## src/rtl/bcs_pkg.sv

```systemverilog
package bcs_pkg;

  // Mode register layout, MSB first
  typedef struct packed {
    logic [5:0] opmode;
    logic [2:0] lat;
    logic       ilv;
    logic [2:0] blen;
  } mode_t;

  localparam logic [2:0] BL_FULL      = 3'b111;
  localparam logic [2:0] LAT_TWO      = 3'b010;
  localparam logic [2:0] LAT_THREE    = 3'b011;
  localparam logic [5:0] OP_NORMAL    = 6'b000000;
  localparam logic [5:0] OP_SINGLE_WR = 6'b000100;

  function automatic logic cfg_legal(input mode_t m);
    logic len_ok, lat_ok, op_ok, combo_ok;
    len_ok   = (m.blen[2] == 1'b0) || (m.blen == BL_FULL);
    lat_ok   = (m.lat == LAT_TWO) || (m.lat == LAT_THREE);
    op_ok    = (m.opmode == OP_NORMAL) || (m.opmode == OP_SINGLE_WR);
    combo_ok = !((m.blen == BL_FULL) && m.ilv);
    return len_ok && lat_ok && op_ok && combo_ok;
  endfunction

endpackage

```

## src/rtl/bcs_mode_reg.sv

```systemverilog
module bcs_mode_reg
  import bcs_pkg::*;
#(
  parameter int          MR_W    = 13,
  parameter logic [12:0] RST_VAL = 13'h0023
) (
  input  logic            clk,
  input  logic            rst_n,
  input  logic            ld_en,
  input  logic [1:0]      ld_sel,
  input  logic [MR_W-1:0] ld_val,
  output mode_t           cfg,
  output logic            cfg_err
);

  mode_t cfg_q, cfg_d;
  logic  err_q, err_d;
  logic  hit;
  mode_t cand;

  always_comb begin
    cand  = mode_t'(ld_val);
    hit   = ld_en && (ld_sel == 2'b00);
    cfg_d = cfg_q;
    err_d = 1'b0;
    if (hit) begin
      if (cfg_legal(cand)) cfg_d = cand;
      else                 err_d = 1'b1;
    end
  end

  always_ff @(posedge clk or negedge rst_n) begin
    if (!rst_n) begin
      cfg_q <= mode_t'(RST_VAL);
      err_q <= 1'b0;
    end else begin
      if (hit) cfg_q <= cfg_d;
      err_q <= err_d;
    end
  end

  assign cfg     = cfg_q;
  assign cfg_err = err_q;

endmodule

```

## src/rtl/bcs_len_decode.sv

```systemverilog
module bcs_len_decode
  import bcs_pkg::*;
#(
  parameter int COL_W = 9,
  localparam int LEN_W = COL_W + 1
) (
  input  mode_t            cfg,
  output logic [LEN_W-1:0] rd_len,
  output logic [LEN_W-1:0] wr_len,
  output logic [COL_W-1:0] rd_mask,
  output logic [COL_W-1:0] wr_mask,
  output logic             rd_full,
  output logic             wr_full,
  output logic             ilv,
  output logic [2:0]       lat
);

  logic             full;
  logic             single;
  logic [1:0]       lg;
  logic [COL_W-1:0] prog_mask;
  logic [LEN_W-1:0] prog_len;

  always_comb begin
    full      = (cfg.blen == BL_FULL);
    single    = (cfg.opmode == OP_SINGLE_WR);
    lg        = cfg.blen[1:0];
    prog_mask = full ? {COL_W{1'b1}} : ~({COL_W{1'b1}} << lg);
    prog_len  = full ? (LEN_W'(1) << COL_W) : (LEN_W'(1) << lg);

    rd_len    = prog_len;
    rd_mask   = prog_mask;
    rd_full   = full;
    wr_len    = single ? LEN_W'(1) : prog_len;
    wr_mask   = single ? '0 : prog_mask;
    wr_full   = single ? 1'b0 : full;
    ilv       = cfg.ilv && !full;
    lat       = cfg.lat;
  end

endmodule

```

## src/rtl/bcs_addr_gen.sv

```systemverilog
module bcs_addr_gen #(
  parameter int COL_W = 9
) (
  input  logic             clk,
  input  logic             rst_n,
  input  logic             cmd_rd,
  input  logic             cmd_wr,
  input  logic [COL_W-1:0] cmd_col,
  input  logic             term,
  input  logic [COL_W-1:0] rd_mask,
  input  logic [COL_W-1:0] wr_mask,
  input  logic             rd_full,
  input  logic             wr_full,
  input  logic             ilv,
  output logic [COL_W-1:0] col_out,
  output logic             busy,
  output logic [COL_W-1:0] bst_mask
);

  logic             act_q, act_d;
  logic [COL_W-1:0] base_q, base_d;
  logic [COL_W-1:0] k_q, k_d;
  logic [COL_W-1:0] mask_q, mask_d;
  logic             fp_q, fp_d;
  logic             ilv_q, ilv_d;
  logic             last;
  logic             cmd;
  logic [COL_W-1:0] low;

  // next-state
  always_comb begin
    cmd    = cmd_rd || cmd_wr;
    last   = !fp_q && (k_q == mask_q);
    act_d  = act_q;
    base_d = base_q;
    k_d    = k_q;
    mask_d = mask_q;
    fp_d   = fp_q;
    ilv_d  = ilv_q;
    if (cmd) begin
      act_d  = 1'b1;
      base_d = cmd_col;
      k_d    = '0;
      mask_d = cmd_rd ? rd_mask : wr_mask;
      fp_d   = cmd_rd ? rd_full : wr_full;
      ilv_d  = ilv;
    end else if (act_q) begin
      if (term || last) act_d = 1'b0;
      else              k_d   = k_q + 1'b1;
    end
  end

  // registers
  always_ff @(posedge clk or negedge rst_n) begin
    if (!rst_n) begin
      act_q  <= 1'b0;
      base_q <= '0;
      k_q    <= '0;
      mask_q <= '0;
      fp_q   <= 1'b0;
      ilv_q  <= 1'b0;
    end else begin
      act_q <= act_d;
      if (cmd || act_q) begin
        base_q <= base_d;
        k_q    <= k_d;
        mask_q <= mask_d;
        fp_q   <= fp_d;
        ilv_q  <= ilv_d;
      end
    end
  end

  // address of the current beat
  always_comb begin
    low     = ilv_q ? (base_q ^ k_q) : (base_q + k_q);
    col_out = act_q ? ((base_q & ~mask_q) | (low & mask_q)) : '0;
  end

  assign busy     = act_q;
  assign bst_mask = mask_q;

endmodule

```

## src/rtl/burst_col_seq.sv

```systemverilog
module burst_col_seq
  import bcs_pkg::*;
#(
  parameter int COL_W = 9,
  parameter int MR_W  = 13,
  localparam int LEN_W = COL_W + 1
) (
  input  logic             clk,
  input  logic             rst_n,
  input  logic             ld_en,
  input  logic [1:0]       ld_sel,
  input  logic [MR_W-1:0]  ld_val,
  input  logic             cmd_rd,
  input  logic             cmd_wr,
  input  logic [COL_W-1:0] cmd_col,
  input  logic             term,
  output logic [COL_W-1:0] col_out,
  output logic             busy,
  output logic [LEN_W-1:0] rd_len,
  output logic [LEN_W-1:0] wr_len,
  output logic [2:0]       rd_latency,
  output logic             cfg_err
);

  logic [1:0]       rst_sync_q;
  logic             rst_sync_n;
  mode_t            cfg;
  logic [COL_W-1:0] rd_mask, wr_mask, bst_mask;
  logic             rd_full, wr_full, ilv;

  always_ff @(posedge clk or negedge rst_n) begin
    if (!rst_n) rst_sync_q <= 2'b00;
    else        rst_sync_q <= {rst_sync_q[0], 1'b1};
  end
  assign rst_sync_n = rst_sync_q[1];

  bcs_mode_reg #(.MR_W(MR_W)) u_mode (
    .clk     (clk),
    .rst_n   (rst_sync_n),
    .ld_en   (ld_en),
    .ld_sel  (ld_sel),
    .ld_val  (ld_val),
    .cfg     (cfg),
    .cfg_err (cfg_err)
  );

  bcs_len_decode #(.COL_W(COL_W)) u_dec (
    .cfg     (cfg),
    .rd_len  (rd_len),
    .wr_len  (wr_len),
    .rd_mask (rd_mask),
    .wr_mask (wr_mask),
    .rd_full (rd_full),
    .wr_full (wr_full),
    .ilv     (ilv),
    .lat     (rd_latency)
  );

  bcs_addr_gen #(.COL_W(COL_W)) u_gen (
    .clk      (clk),
    .rst_n    (rst_sync_n),
    .cmd_rd   (cmd_rd),
    .cmd_wr   (cmd_wr),
    .cmd_col  (cmd_col),
    .term     (term),
    .rd_mask  (rd_mask),
    .wr_mask  (wr_mask),
    .rd_full  (rd_full),
    .wr_full  (wr_full),
    .ilv      (ilv),
    .col_out  (col_out),
    .busy     (busy),
    .bst_mask (bst_mask)
  );

endmodule

```

## config.mk

```make
export PLATFORM = sky130hd
export DESIGN_NAME = burst_col_seq
export DESIGN_NICKNAME = d
export VERILOG_FILES = /design/src/rtl/bcs_pkg.sv /design/src/rtl/bcs_mode_reg.sv /design/src/rtl/bcs_len_decode.sv /design/src/rtl/bcs_addr_gen.sv /design/src/rtl/burst_col_seq.sv
export SDC_FILE = /design/constraint.sdc
export NUM_CORES = 1
export LEC_CHECK = 0
export ABC_AREA = 1
export CAP_MARGIN = 0
export CORE_MARGIN = 2
export CORE_UTILIZATION = 40
export DETAILED_ROUTE_END_ITERATION = 7
export PLACE_DENSITY = 0.7
export SYNTH_ARGS = -nofsm -noshare
export SYNTH_HDL_FRONTEND = slang
export SYNTH_SLANG_ARGS = --single-unit
```

## constraint.sdc

```tcl
create_clock -name clk -period 1.82 [get_ports clk]
set_input_delay 0.182 -clock clk [delete_from_list [all_inputs] [get_ports clk]]
set_output_delay 0.182 -clock clk [all_outputs]
set_load 0.02 [all_outputs]
```

Word level (Yosys, flattened, before mapping) --
Cells that the tools add are included.
Cells by class: add/sub/neg operators 2, eq/ne operators 8, shifts and indexed selects 2, multiplexer cells 17, bitwise gates (word level) 7, reduce and logical (&&, ||, !) cells 22
Operators by type and width (number):
- $mux W9 | 8
- $mux W10 | 2
- $and A9 B9 Y9 | 2
- $not A9 Y9 | 2
- $eq A6 B3 Y1 const B | 2
- $shl A1 B2 Y10 const A | 1
- $add A9 B1 Y9 const B | 1
- $add A9 B9 Y9 | 1
- $eq A9 B9 Y1 | 1
- $or A9 B9 Y9 | 1
- $shl A9 B2 Y9 const A | 1
- $xor A9 B9 Y9 | 1
- $logic_and A1 B1 Y1 | 7
- $mux W1 | 7
- $eq A3 B2 Y1 const B | 2
- $eq A3 B3 Y1 const B | 2
- $logic_not A6 Y1 | 1
- $logic_or A1 B1 Y1 | 6
- $reduce_and A2 Y1 | 2
- $logic_not A1 Y1 | 3
- $reduce_and A3 Y1 | 1
- $logic_not A2 Y1 | 1
- $ne A2 B1 Y1 const B | 1
- $reduce_bool A2 Y1 | 1
- $not A1 Y1 | 1
Storage, ports and cells: register bits 46, output and inout bits 34, logic and storage cells 70

Logic depth before layout (Yosys ltp) --
word-level depth 7, depth in mapped cells 12, depth with buffers taken out 12

By module --
From an unflattened synthesis, not the netlist that was laid out.
Second synthesis, totals: cells, all modules 438, area total of the unflattened synthesis 3130.5 µm²
By module, submodules not included:
- bcs_addr_gen | times used 1, cells an instance 314, area an instance 2124.5 µm², sequential area each 750.7 µm²
- bcs_mode_reg | times used 1, cells an instance 60, area an instance 594.3 µm², sequential area each 354.1 µm²
- bcs_len_decode | times used 1, cells an instance 61, area an instance 357.8 µm², sequential area each 0.0 µm²
- burst_col_seq | times used 1, cells an instance 3, area an instance 53.8 µm², sequential area each 50.0 µm²

Least setup slack after synthesis --
No wires, ideal clock.
path kind reg-to-output, start point reg u_gen.k_q[0], end point out col_out[8], arrival time 1799 ps, setup slack -161 ps, cell stages (with the launch flop) 12, buffers on the path 0, cell sequence dfrtp_1 ha_1 fa_1 nand4_1 nand2_1 nand2_1 nand2_1 nand2_1 nand3_1 nand2_1 inv_1 nor2_1
Between the ends: longest elaborated chain between the ends 5
RTL lines:
- start, declared | RTL line bcs_addr_gen.sv:22 | logic [COL_W-1:0] k_q, k_d;
- start signal, assigned | RTL line bcs_addr_gen.sv:66 | k_q <= k_d;
- $add A9 B9 Y9 | RTL line bcs_addr_gen.sv:76 | low = ilv_q ? (base_q ^ k_q) : (base_q + k_q);
- $mux W9 | RTL line bcs_addr_gen.sv:76
- $and A9 B9 Y9 | RTL line bcs_addr_gen.sv:77 | col_out = act_q ? ((base_q & ~mask_q) | (low & mask_q)) : '0;
- $or A9 B9 Y9 | RTL line bcs_addr_gen.sv:77
- $mux W9 | RTL line bcs_addr_gen.sv:77
- end, declared | RTL line burst_col_seq.sv:17 | output logic [COL_W-1:0] col_out,
Every way passes these cells.

Worst setup path in the final report --
start point reg u_gen.base_q[0], end point out col_out[6]
Between the ends: longest elaborated chain between the ends 5
RTL lines:
- start, declared | RTL line bcs_addr_gen.sv:21 | logic [COL_W-1:0] base_q, base_d;
- start signal, assigned | RTL line bcs_addr_gen.sv:65 | base_q <= base_d;
- $add A9 B9 Y9 | RTL line bcs_addr_gen.sv:76
- $mux W9 | RTL line bcs_addr_gen.sv:76
- $and A9 B9 Y9 | RTL line bcs_addr_gen.sv:77
- $or A9 B9 Y9 | RTL line bcs_addr_gen.sv:77
- $mux W9 | RTL line bcs_addr_gen.sv:77
Every way passes these cells.

==> results.tsv <==
stage	metric	value	unit
clocking	Clock Latency Late Sink	0.30	ns
clocking	CTS tree	yes	
yosys	Gate Count Post-Synth	349	
route	Vias/cell	4.84	
timing	Setup Viol. Count Final	8	
timing	min Tclk post-route	2.32	ns
power_and_ir_drop	sw frac	25.4	%
timing	Layout Skew	0.00609	ns
final_layout	Syn-to-layout area delta	42.1	%
clocking	number of H-tree levels	2	
final_layout	Post-Layout Cell Count	511	
yosys	synthesized area	2590	um^2
critical_path	R2R setup slack	0.05	ns
grt	initial antenna violation count	0	
timing	Tightest Pin Transition	0.551	ns
hold_path	Min-Delay Path Class	in2async	
die	IO Pins	64	
power_and_ir_drop	combinational power share	17.9	%
yosys	post-synthesis mux area share	0	%
status	outcome	finished, violations left	
power_and_ir_drop	internal power	1.65	mW
power_and_ir_drop	worst ir drop on vdd	0.366	mV
placement	DPL Wire Length	4.38	mm
die	DIE AREA	7140	um^2
critical_path	Critical Path Fanout Max	3	
yosys	Synth Area in Simple Gates	33.1	%
final_layout	Nets	473	
timing	Hold Vio Cnt, Final	0	
grt	global-route wire length before repair	10.4	mm
grt	vias in the first global route	2389	
critical_path	Critical Path Sink Type	primary output	
yosys	post-synthesis adder-cell area fraction	5.12	%
power_and_ir_drop	Leak	1.90	nW
critical_path	startpoint types	flop	
route	post-route ant nets	0	
grt	grt ovf	0	
route	DRC violations left	0	
timing	worst hold slack	0.0344	ns
final_layout	share of post-route cells with drive strength above 1	29.3	%
timing	RSZ-0062 raised after global routing	true	
timing	Fmax achieved	0.431	GHz
grt	largest net degree at the start of global routing	39	
yosys	Syn Area/Cell	7.42	um^2
yosys	complex-gate fraction of the synthesized area	8.16	%
yosys	Post-synth EDFFs	0	
placement	Cells after DPL	492	
critical_path	crit path kind	reg2out	
power_and_ir_drop	Seq pwr share	42.4	%
final_layout	# fillers	582	
yosys	Syn. warnings	0	
route	routed wire length	6.28	mm
die	Std-Cell Rows	29	
yosys	async set or reset register ratio after synthesis	100	%
timing	fin. max-slew vios	0	
die	core box area	6310	um^2
timing	Setup WS post-layout	-0.502	ns
clocking	clk root buf	clkbuf_8	
power_and_ir_drop	clock power share	39.7	%
die	Die Ht	84.5	um
timing	Tcrit/Tclk final	128	%
die	Die W	84.5	um
status	failing checks	negative setup slack	
yosys	#FFs+latches synth	40	
power_and_ir_drop	PD cells	601	nW/um^2
route	first drt pass iteration count	4	
clocking	CTS clk-pin slew, worst paths	0.08	ns
yosys	Seq/Total Area, Yosys	38.8	%
die	Initial Utilization	41.0	%
route	DR vias	2473	
yosys	main combinational cell family by area after synthesis	simple AND/OR/NAND/NOR gates	
clocking	clk sinks	40	
yosys	Synth cell types	42	
clocking	Longest Clk Path Bufs	2	
route	routed len/inst	12.3	um
clocking	CTS buffer count	5	
placement	Port Buffer Count	53	
placement	Routability Congestion	0.844	
yosys	XOR/XNOR share of the synthesized area	1.35	%
yosys	commonest register cell after synthesis	dfrtp_1	
grt	Total GRT Usage	17.8	%
timing	Slew Limit Headroom	63.2	%
power_and_ir_drop	net switching power	0.561	mW
clocking	CTS Hold Bufs	0	
route	initial DRC count	127	
critical_path	worst path arrival time	2.14	ns
job	total of max-cap violations	0	
final_layout	ANT cells	0	
critical_path	WP data required	1.64	ns
critical path: stages, from the launching register on:
cell and delay, ns:
dfrtp_1 0.42, ha_4 0.18, fa_2 0.37, nand4_1 0.13
nand2_2 0.10, nand2_2 0.09, nand2_2 0.07, xnor2_2 0.15
nand2_1 0.07, nand2_1 0.09, inv_1 0.05, buf_6 0.12
registers in the layout, summed over array words and instances (netlist names):
| register | count |
|---|---|
| rst_sync_q | 2 |
| u_gen.busy | 1 |
| u_mode.cfg_err | 1 |
| u_gen.base_q | 9 |
| u_mode.cfg | 13 |
| u_gen.ilv_q | 1 |
| u_gen.k_q | 9 |
| u_gen.bst_mask | 4 |
path summary, 6_finish.rpt:
kind | startpoint | end | cells after the start
max | u_gen.base_q[0] | col_out[6] | 11
min | rst_n | rst_sync_q[0] | 1
min in group clk | rst_sync_q[0] | rst_sync_q[1] | 0
min reg2reg | rst_sync_q[1] | u_mode.cfg[8] | 1
max in group asynchronous | rst_sync_q[1] | u_mode.cfg[0] | 1
max reg2reg | u_gen.k_q[0] | u_gen.k_q[2] | 11
logic make-up after synthesis:
family | Yosys count
AOI/OAI and AO/OA | 36
other | 2
adders and majority gates | 10
buffers and inverters | 74
xor gates and xnor gates | 4
DFF | 40
and+or+nand+nor | 183
repair_timing:
| item | 4_1_cts | 5_1_grt |
|---|---|---|
| resized for setup | 73 | 30 |
| setup endpoints to repair | 18 | 13 |
| pin swaps | 11 | 15 |
| buffers inserted | 6 | 5 |
| hold endpoints to repair | 0 | 0 |
routing by layer:
metal / GRT usage (%) / share of wire, %
met1: 22.1 / 43
met4: 6.20 / 1.8
met2: 31.0 / 51
met5: 0 / 0
met3: 3.05 / 3.7
layout by cell type, fill, tap and decap left out, types with 4 or more instances in the layout:
cell type,n
inv_2,20
o21ai_1,9
nand4_1,5
buf_6,5
inv_1,32
nand2_2,8
clkbuf_8,5
nor2_2,4
clkbuf_2,6
o21ai_0,6
clkdlybuf4s50_1,35
nand2_1,101
nand3_1,19
dfrtp_1,37
conb_1,11
dlygate4sd2_1,4
nand2_4,4
a21oi_1,9
ha_4,7
nor2_1,23
buf_4,39
Yosys cell counts (5+ instances only):
| cell type | instances | area share, % |
|---|---|---|
| ha_1 | 9 | 4.3 |
| inv_1 | 36 | 5.2 |
| nand3_1 | 22 | 4.2 |
| a21oi_1 | 11 | 2.1 |
| inv_2 | 16 | 2.3 |
| o21ai_1 | 9 | 1.7 |
| nand4_1 | 5 | 1.2 |
| o21ai_0 | 6 | 1.2 |
| dfrtp_1 | 37 | 36 |
| nor2_1 | 25 | 3.6 |
| buf_4 | 15 | 4.3 |
| nand2_1 | 110 | 16 |
power by group through the flow:
stage          clock network, mW  logic (mW)  registers [mW]
2_1_floorplan                  0       0.181           0.961
3_3_place_gp                   0       0.360           0.951
3_5_place_dp                   0       0.363           0.952
4_1_cts                    0.885       0.379           0.937
5_1_grt                    0.918       0.433           0.942
6_report                   0.879       0.395           0.939
metrics by stage:
| step | util [%] | TNS (ns) | instance area, um^2 | power [mW] | setup WS (ns) |
|---|---|---|---|---|---|
| 2_1_floorplan | - | 0 | 2640 | 1.14 | 0.00625 |
| 3_3_place_gp | 52.6 | -3.00 | 3320 | 1.31 | -0.574 |
| 3_5_place_dp | 52.6 | -3.22 | 3320 | 1.32 | -0.624 |
| 4_1_cts | 56.8 | -1.65 | 3580 | 2.20 | -0.385 |
| 5_1_grt | 58.3 | -3.17 | 3680 | 2.29 | -0.610 |
| 6_report | 58.3 | -2.28 | 3680 | 2.21 | -0.502 |
area by class of cell:
| type | instances | area (um^2) | area share, % |
|---|---|---|---|
| multi-input cells | 244 | 1470 | 39.9 |
| flip-flops and latches | 40 | 1000 | 27.3 |
| repair buffers | 90 | 785 | 21.3 |
| inverters | 52 | 195 | 5.30 |
| well taps | 77 | 96.3 | 2.62 |
| clock buffers | 6 | 72.6 | 1.97 |
| clock inverters | 2 | 60.1 | 1.63 |
Note: power is estimated with default switching activity, not from simulation.
